## config.mk

```make
export PLATFORM = sky130hd
export DESIGN_NAME = adc_result_buffer
export DESIGN_NICKNAME = d
export VERILOG_FILES = /design/src/rtl/adc_buf_pkg.sv /design/src/rtl/adc_word_fmt.sv /design/src/rtl/adc_seq_ctrl.sv /design/src/rtl/adc_res_store.sv /design/src/rtl/adc_result_buffer.sv
export SDC_FILE = /design/constraint.sdc
export NUM_CORES = 1
export LEC_CHECK = 0
export BUFFER_PORTS_ARGS = -buffer_cell sky130_fd_sc_hd__buf_2
export CAP_MARGIN = 20
export CORE_MARGIN = 2
export CORE_UTILIZATION = 42
export CTS_BUF_LIST = sky130_fd_sc_hd__clkbuf_16
export CTS_CLUSTER_DIAMETER = 200
export CTS_CLUSTER_SIZE = 14
export DETAILED_ROUTE_END_ITERATION = 8
export GPL_ROUTABILITY_DRIVEN = 0
export PLACE_DENSITY_LB_ADDON = 0.25
export SYNTH_ARGS = -nofsm -noshare
export SYNTH_HDL_FRONTEND = slang
export SYNTH_SLANG_ARGS = --single-unit
```

## constraint.sdc

```tcl
create_clock -name clk -period 2.09 [get_ports clk]
set_input_delay 0.209 -clock clk [delete_from_list [all_inputs] [get_ports clk]]
set_output_delay 0.209 -clock clk [all_outputs]
set_load 0.01 [all_outputs]
```

## src/rtl/adc_buf_pkg.sv

```systemverilog
package adc_buf_pkg;
    typedef enum logic [1:0] {
        FMT_UINT  = 2'd0,
        FMT_SINT  = 2'd1,
        FMT_UFRAC = 2'd2,
        FMT_SFRAC = 2'd3
    } fmt_e;
endpackage

```

## src/rtl/adc_word_fmt.sv

```systemverilog
module adc_word_fmt #(
    parameter int RAW_W = 10,
    parameter int OUT_W = 16
) (
    input  logic [RAW_W-1:0] code_i,
    input  logic [1:0]       fmt_i,
    output logic [OUT_W-1:0] word_o
);
    import adc_buf_pkg::*;
    localparam int PAD = OUT_W - RAW_W;

    logic [RAW_W-1:0] offs;   // unipolar code with top bit flipped: two's complement

    always_comb begin
        offs = {~code_i[RAW_W-1], code_i[RAW_W-2:0]};
        unique case (fmt_e'(fmt_i))
            FMT_UINT:  word_o = {{PAD{1'b0}}, code_i};
            FMT_SINT:  word_o = {{PAD{offs[RAW_W-1]}}, offs};
            FMT_UFRAC: word_o = {code_i, {PAD{1'b0}}};
            default:   word_o = {offs, {PAD{1'b0}}};
        endcase
    end

    always_comb begin
        if (fmt_i == 2'd0) a_uint_top_r2: assert (word_o[OUT_W-1:RAW_W] == '0);
        if (fmt_i[1])      a_frac_low_r4: assert (word_o[PAD-1:0] == '0);
    end
endmodule

```

## src/rtl/adc_seq_ctrl.sv

```systemverilog
module adc_seq_ctrl #(
    parameter int DEPTH = 16,
    parameter int AW    = $clog2(DEPTH)
) (
    input  logic          clk,
    input  logic          rst_n,
    input  logic          res_valid,
    input  logic [AW-1:0] seq_per_irq,
    input  logic          split_mode,
    input  logic          irq_clear,
    output logic          wr_en,
    output logic [AW-1:0] wr_addr,
    output logic          fill_upper,
    output logic          irq_flag
);
    localparam int OW = AW - 1;   // offset width inside one half

    typedef struct packed {
        logic [AW-1:0] ptr;
        logic [AW-1:0] cnt;
        logic          half;
        logic          flag;
    } st_t;

    st_t  st_d, st_q;
    logic evt;

    always_comb begin
        st_d = st_q;
        evt  = 1'b0;
        if (res_valid) begin
            if (st_q.cnt >= seq_per_irq) begin
                evt      = 1'b1;
                st_d.cnt = '0;
                if (split_mode) begin
                    st_d.half = ~st_q.half;
                    st_d.ptr  = {~st_q.half, {OW{1'b0}}};
                end else begin
                    st_d.half = 1'b0;
                    st_d.ptr  = '0;
                end
            end else begin
                st_d.cnt = st_q.cnt + 1'b1;
                if (split_mode)
                    st_d.ptr = {st_q.ptr[AW-1], st_q.ptr[OW-1:0] + 1'b1};
                else
                    st_d.ptr = st_q.ptr + 1'b1;
            end
        end
        if (evt)            st_d.flag = 1'b1;
        else if (irq_clear) st_d.flag = 1'b0;
    end

    always_ff @(posedge clk or negedge rst_n) begin
        if (!rst_n) st_q <= '0;
        else        st_q <= st_d;
    end

    assign wr_en      = res_valid;
    assign wr_addr    = split_mode ? {st_q.half, st_q.ptr[OW-1:0]} : st_q.ptr;
    assign fill_upper = split_mode & st_q.half;
    assign irq_flag   = st_q.flag;

    p_flag_hold_r10: assert property (@(posedge clk) disable iff (!rst_n)
        irq_flag && !irq_clear |=> irq_flag);
    p_flag_clear_r10: assert property (@(posedge clk) disable iff (!rst_n)
        irq_clear && !evt |=> !irq_flag);
    p_single_base_r7: assert property (@(posedge clk) disable iff (!rst_n)
        evt && !split_mode |=> st_q.ptr == '0);
    p_half_swap_r8: assert property (@(posedge clk) disable iff (!rst_n)
        evt && split_mode |=> st_q.half != $past(st_q.half) && st_q.ptr[OW-1:0] == '0);
    p_idle_hold_r11: assert property (@(posedge clk) disable iff (!rst_n)
        !res_valid |=> $stable(st_q.ptr) && $stable(st_q.cnt));
    p_evt_flag_r6: assert property (@(posedge clk) disable iff (!rst_n)
        evt |=> irq_flag);
endmodule

```

## src/rtl/adc_res_store.sv

```systemverilog
module adc_res_store #(
    parameter int DEPTH = 16,
    parameter int W     = 16,
    parameter int AW    = $clog2(DEPTH)
) (
    input  logic          clk,
    input  logic          rst_n,
    input  logic          we,
    input  logic [AW-1:0] waddr,
    input  logic [W-1:0]  wdata,
    input  logic [AW-1:0] raddr,
    output logic [W-1:0]  rdata
);
    logic [DEPTH-1:0][W-1:0] mem_d, mem_q;

    for (genvar i = 0; i < DEPTH; i++) begin : g_ent
        assign mem_d[i] = (we && waddr == AW'(i)) ? wdata : mem_q[i];
    end

    always_ff @(posedge clk or negedge rst_n) begin
        if (!rst_n) mem_q <= '0;
        else        mem_q <= mem_d;
    end

    assign rdata = mem_q[raddr];

    p_no_write_r11: assert property (@(posedge clk) disable iff (!rst_n)
        !we |=> $stable(mem_q));
    p_one_slot_r7: assert property (@(posedge clk) disable iff (!rst_n)
        we |=> mem_q[$past(waddr)] == $past(wdata));
endmodule

```

## src/rtl/adc_result_buffer.sv

```systemverilog
module adc_result_buffer #(
    parameter int RAW_W = 10,
    parameter int OUT_W = 16,
    parameter int DEPTH = 16,
    parameter int AW    = $clog2(DEPTH)
) (
    input  logic             clk,
    input  logic             rst_n,
    input  logic             res_valid,
    input  logic [RAW_W-1:0] res_code,
    input  logic [1:0]       fmt_sel,
    input  logic [AW-1:0]    seq_per_irq,
    input  logic             split_mode,
    input  logic             irq_clear,
    input  logic [AW-1:0]    rd_addr,
    output logic [OUT_W-1:0] rd_data,
    output logic             fill_upper,
    output logic             irq_flag
);
    logic             wr_en;
    logic [AW-1:0]    wr_addr;
    logic [OUT_W-1:0] wr_word;

    adc_word_fmt #(.RAW_W(RAW_W), .OUT_W(OUT_W)) u_fmt (
        .code_i (res_code),
        .fmt_i  (fmt_sel),
        .word_o (wr_word)
    );

    adc_seq_ctrl #(.DEPTH(DEPTH), .AW(AW)) u_ctrl (
        .clk         (clk),
        .rst_n       (rst_n),
        .res_valid   (res_valid),
        .seq_per_irq (seq_per_irq),
        .split_mode  (split_mode),
        .irq_clear   (irq_clear),
        .wr_en       (wr_en),
        .wr_addr     (wr_addr),
        .fill_upper  (fill_upper),
        .irq_flag    (irq_flag)
    );

    adc_res_store #(.DEPTH(DEPTH), .W(OUT_W), .AW(AW)) u_store (
        .clk   (clk),
        .rst_n (rst_n),
        .we    (wr_en),
        .waddr (wr_addr),
        .wdata (wr_word),
        .raddr (rd_addr),
        .rdata (rd_data)
    );
endmodule

```

# After elaboration in Yosys (flattened, before gate mapping)
# Index checks and enable logic that the tools add are counted.
dict set report op_classes {
  eq_ne 18
  muxes 12
  n_addsub 3
  reduce_logical 21
  bitwise 3
  n_lt_le_gt_ge 2
}
# cell count
set ops {}
lappend ops {{$bmux W16 S4} 1}
lappend ops {{$pmux W16 S3} 1}
lappend ops {{$eq A4 B4 Y1 const B} 8}
lappend ops {{$eq A4 B3 Y1 const B} 4}
lappend ops {{$logic_and A1 B1 Y1} 16}
lappend ops {{$mux W16} 1}
lappend ops {{$mux W4} 3}
lappend ops {{$add A4 B1 Y4 const B} 2}
lappend ops {{$eq A4 B2 Y1 const B} 2}
lappend ops {{$mux W8} 1}
lappend ops {{$lt A4 B5 Y1 const B} 1}
lappend ops {{$mux W1} 5}
lappend ops {{$eq A4 B1 Y1 const B} 1}
lappend ops {{$ge A4 B4 Y1} 1}
lappend ops {{$logic_not A4 Y1} 1}
lappend ops {{$reduce_and A2 Y1} 2}
lappend ops {{$add A3 B1 Y3 const B} 1}
lappend ops {{$eq A2 B1 Y1 const B} 1}
lappend ops {{$eq A2 B2 Y1 const B} 1}
lappend ops {{$logic_not A2 Y1} 1}
lappend ops {{$ne A2 B1 Y1 const B} 1}
lappend ops {{$not A1 Y1} 2}
lappend ops {{$reduce_bool A2 Y1} 1}
lappend ops {{$and A1 B1 Y1} 1}
dict set report word_totals {
  regBits 266
  inputBits 25
  word_cells 80
  output_inout_bits 18
}

# Depth between registers and ports, before layout
# Gate-level depths: netlist of run 1.
dict set report depth {
  depth_word 4
  depth_mapped 8
  mapped_depth_nobuf 6
}

# Modules after synthesis
# A second synthesis of run 1 with hierarchy kept.
dict set report unflattened {
  hier_cells 811
  area_unflattened_um2 12369.4
}
# module seq_area_each_um2 area_each_um2 instances cells_per_inst
set by_module_without_submodules {}
lappend by_module_without_submodules {adc_res_store 6406.1 11452.2 1 711}
lappend by_module_without_submodules {adc_seq_ctrl 250.2 733.2 1 78}
lappend by_module_without_submodules {adc_word_fmt 0.0 183.9 1 22}

# Worst setup path after synthesis of run 1
# Ideal clock, no wire load.
dict set report synth_timing {
  path_kind {input to output}
  start {input port rd_addr[0]}
  end {output port rd_data[10]}
  stages 5
  path_buffers 2
  path_slack_ns 0.350
  arrival_time_ns 1.531
  required_ns 1.881
  path_cell_list {buf_2 > buf_2 > mux4_2 > a22oi_1 > nand2_1}
}
dict set report synth_between {
  elab_chain_len 2
}
# element line
set synth_rtl {}
lappend synth_rtl {{start, declared} adc_result_buffer.sv:15} ;# input logic [AW-1:0] rd_addr,
lappend synth_rtl {{$bmux W16 S4} adc_res_store.sv:25} ;# assign rdata = mem_q[raddr];
lappend synth_rtl {{$mux W16 (implied by the code)} adc_res_store.sv:25}
lappend synth_rtl {{end, declared} adc_result_buffer.sv:16} ;# output logic [OUT_W-1:0] rd_data,
# Every way passes these cells. The select of a mux whose other input is x is not followed.

# Worst setup path after layout of run 1
dict set report layout_timing {
  start {register u_store.mem_q[233] in the netlist's numbering}
  end {output port rd_data[9]}
}
dict set report layout_between {
  elab_chain_len 2
}
# element line
set layout_rtl {}
lappend layout_rtl {{start, declared} adc_res_store.sv:14} ;# logic [DEPTH-1:0][W-1:0] mem_d, mem_q;
lappend layout_rtl {{start signal, assigned} adc_res_store.sv:22} ;# else mem_q <= mem_d;
lappend layout_rtl {{$bmux W16 S4} adc_res_store.sv:25}
lappend layout_rtl {{$mux W16 (implied by the code)} adc_res_store.sv:25}
# Every way passes these cells. The select of a mux whose other input is x is not followed.

==> impl_metrics.py, run 1 <==
metrics = {
    "yosys": {
        "synthCells": 1108,
        "synth-main-ff-cell": "dfrtp_1",
        "synth_top_area_share_pct": 54.8,
        "netlist_area_um2": 12200,
        "avgSynthCellArea_um2": 11.0,
        "syn_nets": 1142,
        "yosysTopAreaCell": "dfrtp_1",
        "yosysMostFrequentCell": "nand2_1",
        "ys_top_cells_by_count": "281 x nand2_1, 266 x dfrtp_1, 228 x o21ai_1",
        "yosys_warnings": 0,
        "ys_types": 34,
        "synthArstFlopShare_pct": 100,
        "ys_ff_latch": 266,
        "ys_seq_area_share_pct": 54.8,
        "synth_edf_count": 0,
        "ys_top_cells_by_area": "dfrtp_1 55%, mux4_2 12%, o21ai_1 9.4%",
    },
    "sta": {
        "setup_ws_ns": 0.0116,
        "setup_tns_ns": 0,
        "drv_slew": 0,
        "rsz0062_at_grt": "true",
        "setup-violations-final": 0,
        "period_needed_ns": 2.08,
        "skew_ns": 0.00982,
        "tightest_slew_ns": 0.959,
        "min_period_over_period_pct": 99.4,
        "relSlewSlack_pct": 35.8,
        "fmax_ghz": 0.481,
        "hold_viol": 0,
    },
    "cells_and_area": {
        "multiInputGateArea_um2": 4820,
        "fin_nets": 1159,
        "n_antenna_cell": 0,
        "drive_gt1_share_pct": 19.9,
        "final_util_pct": 46.9,
        "syn_to_final_growth_pct": 10.5,
        "n_fill_cell": 2664,
        "regArea_um2": 6660,
    },
    "setup_path": {
        "r2r_cells": 6,
        "end_kind": "output pin",
        "critical_path_depth": 4,
        "cp_top_family": "multiplexers",
        "path_class": "reg2out",
        "crit_required_ns": 1.88,
        "worst-path-buf-inv": 1,
        "worstSetupStartpointType": "register",
        "cp_slowest_cell": "mux4_2",
        "worstPathArrival_ns": 1.87,
        "cpPeakStageDelay_ns": 0.47,
        "path_cells": "mux4_2, a22oi_1, nand2_1, buf_2",
        "cp_max_fo": 2,
    },
    "route": {
        "viasPerCell": 5.37,
        "finalWirelength_um": 28900,
        "drc_errors": 0,
        "ant_nets": 0,
        "drt-initial-drc-count": 517,
        "avgRoutedWirePerCell_um": 19.2,
        "routed-via-count": 8102,
        "dr.pass1.iters": 5,
    },
    "floorplanning": {
        "die_h_um": 174,
        "floorplan.initialDensity_pct": 42.5,
        "die-area_um2": 30300,
        "num_io_pins": 43,
        "rows": 62,
        "coreArea_um2": 28600,
        "die_w_um": 174,
    },
    "clocking": {
        "h-tree-depth": 1,
        "clockBufferDepth": 3,
        "path_clk_slew_ns": 0.07,
        "root_buffer": "clkbuf_16",
        "cts_made_buffers": 22,
        "cts_tree": "built",
        "cts_sinks": 266,
        "insertion_delay_ns": 0.52,
    },
    "global_routing": {
        "grt_max_degree": 57,
        "grt_pass1_wl_um": 46900,
        "grt_pass1_vias": 8023,
        "antenna_found_initial": 0,
        "grt_overflow": 0,
        "grt_usage_pct": 19.8,
    },
    "placement": {
        "pre_cts_slack_ns": 0.117,
        "port_buffers": 42,
        "hpwlAfterDp_um": 18000,
    },
    "outcome": {
        "status": "finished, final reports clean",
    },
    "worst_hold_path": {
        "hp-class": "in2reg",
        "holdPathStages": 2,
    },
    "power_and_ir_drop": {
        "ir_worst_vdd_mv": 0.716,
        "power_density_nw_per_um2": 1270,
        "p_leak_nw": 6.00,
    },
    "flow_run": {
        "drv_cap": 0,
    },
}
[per-layer routing]
metal | wire, um | up-vias | track usage (%) | part of all wire (%)
li1 | - | 3931 | - | -
met3 | 1220 | 28 | 2.23 | 4.2
met1 | 13400 | 4004 | 28.4 | 46
met4 | 418 | 0 | 3.75 | 1.4
met2 | 13800 | 139 | 32.9 | 48
met5 | 0 | - | 0 | 0
[flip-flops by register name, summed over array words and instances, names as in the netlist]
| signal | cells |
|---|---|
| u_store.mem_q | 256 |
| u_ctrl.st_q | 9 |
| u_ctrl.irq_flag | 1 |
[kinds of logic (layout without fill, tap and decap cells)]
logic type	count (synthesis)	in the layout	synth area share, %
AND/OR/NAND/NOR	326	326	10.9
AO/OA/AOI/OAI	316	316	14.6
flip-flops	266	266	54.8
buffers and inverters	120	136	6.26
multiplexers	71	71	12.5
adder cells (fa/ha/maj)	9	9	0.927
[where the power goes]
| part | leakage (nW) | total [mW] | internal, mW | switching [mW] |
|---|---|---|---|---|
| Clock | 0.278 | 3.64 | 1.87 | 1.77 |
| Sequential | 3.48 | 8.50 | 7.32 | 1.18 |
| Combinational | 2.24 | 4.92 | 2.39 | 2.53 |
[timing repair]
action,4_1_cts,5_1_grt
pin swaps,3,7
hold endpoints to repair,55,0
hold buffers,2,0
resized for setup,8,9
endpoints found under the setup margin,7,12
buffers inserted,0,0
[area by class of cell]
| class | count | share of cell area, % |
|---|---|---|
| Tap cell | 384 | 3.58 |
| Timing Repair Buffer | 99 | 6.37 |
| Multi-Input combinational cell | 722 | 35.9 |
| Clock inverter | 1 | 0.121 |
| Clock buffer | 22 | 4.10 |
| Sequential cell | 266 | 49.6 |
| Inverter | 14 | 0.391 |
[worst paths after layout]
kind,start,to,slack [ns]
max in group asynchronous,rst_n,u_store.mem_q[143],1.14
min,res_valid,u_ctrl.st_q[8],0.02
max,u_store.mem_q[233],rd_data[9],0.01
min in group asynchronous,rst_n,u_store.mem_q[137],0.23
max reg2reg,u_ctrl.st_q[4],u_ctrl.st_q[1],0.27
min reg2reg,u_store.mem_q[166],u_store.mem_q[166],0.47
[per-stage QoR]
| step | cells | power, mW | hold slack [ns] | instance area, um2 |
|---|---|---|---|---|
| finish | 1508 | 17.1 | 0.0217 | 13400 |
| floorplan | 1108 | 12.0 | -0.0866 | 12200 |
| global route | 1508 | 18.3 | 0.0266 | 13400 |
| CTS | 1508 | 17.2 | 0.00508 | 13400 |
| detailed placement | 1483 | 13.5 | 0.166 | 12800 |
| global placement | 1483 | 13.3 | 0.165 | 12800 |
[worst reg2reg max path, cell delays in order, from the launching register on]
cell and delay [ns]:
dfrtp_1 0.42, ha_1 0.33, a21oi_1 0.16, o21a_1 0.28, o21ai_1 0.15, buf_4 0.18, a22o_1 0.19
[cell usage in the layout, fill, tap and decap left out, types with 4 or more instances in the layout]
master,synthesis,layout
nand2_1,281,278
dfrtp_1,266,266
o21ai_1,228,228
mux4_2,64,64
buf_2,38,40
buf_4,0,40
clkbuf_16,0,22
a22oi_1,32,19
o21ai_2,19,19
or3_1,16,16
buf_12,0,16
inv_1,14,14
a22oi_2,0,13
o21ai_0,12,12
nand2b_1,10,10
a21oi_1,9,9
ha_1,9,9
mux2i_1,6,6
nor2_1,4,4
nor2b_1,6,4
nand3_1,4,4
Note: power is estimated with default switching activity, not from simulation.
==> run 2, diff against run 1 <==
Clock period 2.09 ns to 1.95 ns, I/O delays scaled along.
==> impl_metrics.py, run 2 (synthesis gave the netlist of run 1 again) <==
metrics = {
    "clocking": {
        "path_clk_slew_ns": 0.06,
        "cts_sinks": 266,
        "cts_made_buffers": 22,
        "insertion_delay_ns": 0.52,
        "cts_tree": "built",
        "root_buffer": "clkbuf_16",
        "h-tree-depth": 1,
        "clockBufferDepth": 3,
    },
    "floorplanning": {
        "die_h_um": 174,
        "rows": 62,
        "die_w_um": 174,
        "coreArea_um2": 28600,
        "die-area_um2": 30300,
        "num_io_pins": 43,
        "floorplan.initialDensity_pct": 42.5,
    },
    "cells_and_area": {
        "top_register": "u_store.mem_q",
        "mostFrequentLayoutCell": "nand2_1",
        "fin_cells": 1529,
        "n_fill_cell": 2561,
        "syn_to_final_growth_pct": 12.9,
        "n_antenna_cell": 0,
        "fin_nets": 1180,
        "drive_gt1_share_pct": 21.6,
        "final_util_pct": 47.9,
        "final_cell_mix": "279 x nand2_1, 266 x dfrtp_1, 228 x o21ai_1",
        "largest_reg_flops": 256,
    },
    "route": {
        "finalWirelength_um": 29400,
        "avgRoutedWirePerCell_um": 19.2,
        "drc_errors": 0,
        "drt-initial-drc-count": 656,
        "viasPerCell": 5.29,
        "ant_nets": 0,
        "dr.pass1.iters": 5,
        "routed-via-count": 8088,
    },
    "sta": {
        "fmax_ghz": 0.494,
        "hold_ws_ns": 0.0932,
        "relSlewSlack_pct": 35.8,
        "setup_ws_ns": -0.0725,
        "drv_slew": 0,
        "rsz0062_at_grt": "true",
        "period_needed_ns": 2.02,
        "tightest_slew_ns": 0.959,
        "setup-violations-final": 15,
        "skew_ns": 0.0110,
        "min_period_over_period_pct": 104,
        "hold_viol": 0,
    },
    "outcome": {
        "violations": "negative setup slack",
        "status": "complete, but fails checks",
    },
    "worst_hold_path": {
        "hp-start": "split_mode",
        "hp-class": "in2reg",
    },
    "global_routing": {
        "grt_pass1_wl_um": 47400,
        "antenna_found_initial": 0,
        "grt_max_degree": 71,
        "grt_overflow": 0,
        "grt_pass1_vias": 8221,
        "grt_usage_pct": 20.0,
    },
    "setup_path": {
        "worstPathArrival_ns": 1.83,
        "end_kind": "output pin",
        "worstSetupStartpointType": "register",
        "path_class": "reg2out",
        "r2r_start": "u_ctrl.st_q[9]",
        "crit_required_ns": 1.75,
        "startpoint": "u_store.mem_q[182]",
        "cp_max_fo": 2,
    },
    "placement": {
        "pre_cts_slack_ns": 0.0732,
        "hpwlAfterDp_um": 18100,
        "dp.cells": 1496,
        "port_buffers": 42,
    },
    "power_and_ir_drop": {
        "total_power_mw": 18.6,
        "p_leak_nw": 6.15,
        "power_density_nw_per_um2": 1350,
        "ir_worst_vdd_mv": 0.672,
    },
    "flow_run": {
        "drv_cap": 0,
    },
}
[run 2: cell types whose count changed in the layout (fill, tap and decap cells not counted)]
cell           delta
dlygate4sd3_1     +1
nand2_2           -1
buf_4            +12
and2_2            -1
buf_2             -2
buf_6             +2
and2_1            +1
buf_12            +8
a22oi_1           -5
nand2_1           +1
a22oi_2           +5
[run 2: through the flow]
stage | setup TNS, ns | instance area (um2)
2_1_floorplan | 0 | 12200
3_3_place_gp | 0 | 13000
3_5_place_dp | 0 | 13000
4_1_cts | -1.08 | 13700
5_1_grt | -1.64 | 13700
6_report | -0.608 | 13700
[run 2: critical path, cell delays in order, from the launching register on]
cell	delay (ns)
dfrtp_1	0.39
mux4_2	0.48
a22oi_2	0.20
nand2_1	0.09
buf_2	0.15
[run 2: path summary, 6_finish.rpt]
check                                endpoint  slack, ns  cells past startpoint
hold reg to reg            u_store.mem_q[142]       0.48                      2
min in group asynchronous      u_ctrl.st_q[3]       0.25                      2
hold / removal                 u_ctrl.st_q[9]       0.09                      3
max in group asynchronous  u_store.mem_q[203]       1.04                      3
setup / recovery                   rd_data[6]      -0.07                      4
setup reg to reg            u_store.mem_q[47]       0.23                      5
[run 2: report_power, final]
group	leakage (nW)	switching [mW]	internal, mW	total, mW
Clock	0.278	1.89	2.00	3.90
Sequential	3.48	1.23	7.84	9.08
Combinational	2.40	2.82	2.78	5.60
Total	6.15	5.95	12.6	18.6
[run 2: repair_timing]
item | in CTS | in global routing
setup endpoints to repair | 16 | 16
pin swaps | 25 | 8
setup buffers | 5 | 2
hold buffers | 3 | 0
resized for setup | 17 | 5
hold endpoints to repair | 62 | 0
[run 2: final cells by class]
| class | instances | area [um2] | share of cell area (%) |
|---|---|---|---|
| Sequential cell | 266 | 6660 | 48.5 |
| Clock buffer | 22 | 551 | 4.01 |
| Timing Repair Buffer | 120 | 1130 | 8.22 |
| Clock inverter | 1 | 16.3 | 0.119 |
| Tap cell | 384 | 480 | 3.50 |
| Multi-Input combinational cell | 722 | 4840 | 35.3 |
| Inverter | 14 | 52.6 | 0.383 |
[run 2: per-layer routing]
layer	track usage, %	vias up	wire length (um)
met2	33.5	128	14300
met1	28.1	3946	13500
li1	-	3979	-
met3	2.45	35	1100
met4	4.55	0	535
met5	0	-	0
==> run 3, diff against run 2 <==
Settings changed: CORE_UTILIZATION 42 to 60.
==> impl_metrics.py, run 3 (synthesis gave the netlist of run 1 again) <==
metrics = {
    "outcome": {
        "status": "complete, but fails checks",
        "violations": "negative setup slack",
    },
    "power_and_ir_drop": {
        "power_density_nw_per_um2": 1390,
        "p_leak_nw": 6.05,
        "ir_worst_vdd_mv": 0.560,
        "total_power_mw": 18.7,
    },
    "sta": {
        "min_period_over_period_pct": 104,
        "setup-violations-final": 14,
        "hold_ws_ns": 0.0910,
        "period_needed_ns": 2.03,
        "setup_tns_ns": -0.437,
        "tightest_slew_ns": 0.853,
        "skew_ns": 0.00812,
        "setup_ws_ns": -0.0829,
        "drv_slew": 0,
        "fmax_ghz": 0.492,
        "hold_viol": 0,
        "rsz0062_at_grt": "true",
        "relSlewSlack_pct": 43.0,
    },
    "clocking": {
        "clockBufferDepth": 3,
        "cts_sinks": 266,
        "path_clk_slew_ns": 0.07,
        "insertion_delay_ns": 0.51,
        "root_buffer": "clkbuf_16",
        "cts_tree": "built",
        "h-tree-depth": 1,
        "cts_made_buffers": 22,
    },
    "route": {
        "viasPerCell": 6.01,
        "avgRoutedWirePerCell_um": 20.5,
        "drc_errors": 0,
        "ant_nets": 0,
        "drt-initial-drc-count": 573,
        "routed-via-count": 8390,
        "dr.pass1.iters": 5,
        "finalWirelength_um": 28600,
    },
    "floorplanning": {
        "die_w_um": 146,
        "num_io_pins": 43,
        "die_h_um": 146,
        "floorplan.initialDensity_pct": 60.7,
        "die-area_um2": 21400,
        "rows": 52,
        "coreArea_um2": 20000,
    },
    "placement": {
        "dp.cells": 1365,
        "hpwlAfterDp_um": 17100,
        "port_buffers": 42,
        "postPlaceCellArea_um2": 12600,
        "pre_cts_slack_ns": 0.0577,
    },
    "setup_path": {
        "worstPathArrival_ns": 1.84,
        "end_kind": "output pin",
        "path_cells": "mux4_2, a22oi_2, nand2_1, buf_2",
        "cp_max_fo": 2,
        "worstSetupStartpointType": "register",
        "path_class": "reg2out",
        "cpPeakStageDelay_ns": 0.52,
        "cp_slowest_cell": "mux4_2",
        "crit_required_ns": 1.75,
    },
    "cells_and_area": {
        "syn_to_final_growth_pct": 10.7,
        "mostFrequentLayoutCell": "nand2_1",
        "design_area_um2": 13500,
        "fin_nets": 1161,
        "n_antenna_cell": 0,
        "largest_reg_flops": 256,
        "final_util_pct": 67.2,
        "n_fill_cell": 1557,
        "top_register": "u_store.mem_q",
        "final_cell_mix": "280 x nand2_1, 266 x dfrtp_1, 228 x o21ai_1",
        "fin_cells": 1396,
        "drive_gt1_share_pct": 21.3,
    },
    "worst_hold_path": {
        "hp-class": "in2reg",
    },
    "global_routing": {
        "grt_usage_pct": 27.9,
        "grt_pass1_wl_um": 46600,
        "grt_overflow": 0,
        "grt_pass1_vias": 8461,
        "grt_max_degree": 62,
        "antenna_found_initial": 0,
    },
    "flow_run": {
        "drv_cap": 0,
    },
}
run 3: final cells by class:
class | count | area, um2 | area share (%)
inverter | 14 | 52.6 | 0.391
timing repair buffer | 101 | 933 | 6.94
sequential | 266 | 6660 | 49.5
clock buffer | 23 | 576 | 4.28
multi-input combinational | 722 | 4900 | 36.4
tap | 270 | 338 | 2.51
run 3: worst paths after layout:
check	slack, ns	start	to	cells past startpoint
max in group asynchronous	1.03	rst_n	u_ctrl.st_q[6]	3
min reg2reg	0.48	u_store.mem_q[174]	u_store.mem_q[174]	2
max	-0.08	u_store.mem_q[227]	rd_data[3]	4
min in group asynchronous	0.21	rst_n	u_store.mem_q[179]	2
min	0.09	split_mode	u_ctrl.st_q[9]	3
max reg2reg	0.18	u_ctrl.st_q[9]	u_store.mem_q[111]	5
run 3: timing repair:
item	CTS	global route
setup endpoints to repair	16	18
gates resized for setup	26	13
hold endpoints to repair	54	0
setup buffers	0	6
hold buffers	2	0
pin swaps	27	10
run 3: worst max-delay path, delay by kind of cell, from the launching register on:
family	cells	cell delay, ns
AOI/OAI and AO/OA	1	0.21
and+or+nand+nor	1	0.08
muxes	1	0.52
DFF	1	0.39
buffers and inverters	1	0.14
run 3: metal layers:
metal	share of wire, %	up-vias	wire length, um	track usage (%)
met4	2.4	0	677	8.25
met3	5.7	48	1630	4.09
met5	0	-	0	0
met2	48	244	13900	44.5
li1	-	3923	-	-
met1	43	4175	12400	40.7
run 3: power breakdown:
group / total (mW) / switching (mW) / internal (mW)
Combinational: 5.64 / 2.89 / 2.75
Clock: 3.95 / 1.88 / 2.07
Sequential: 9.11 / 1.27 / 7.84
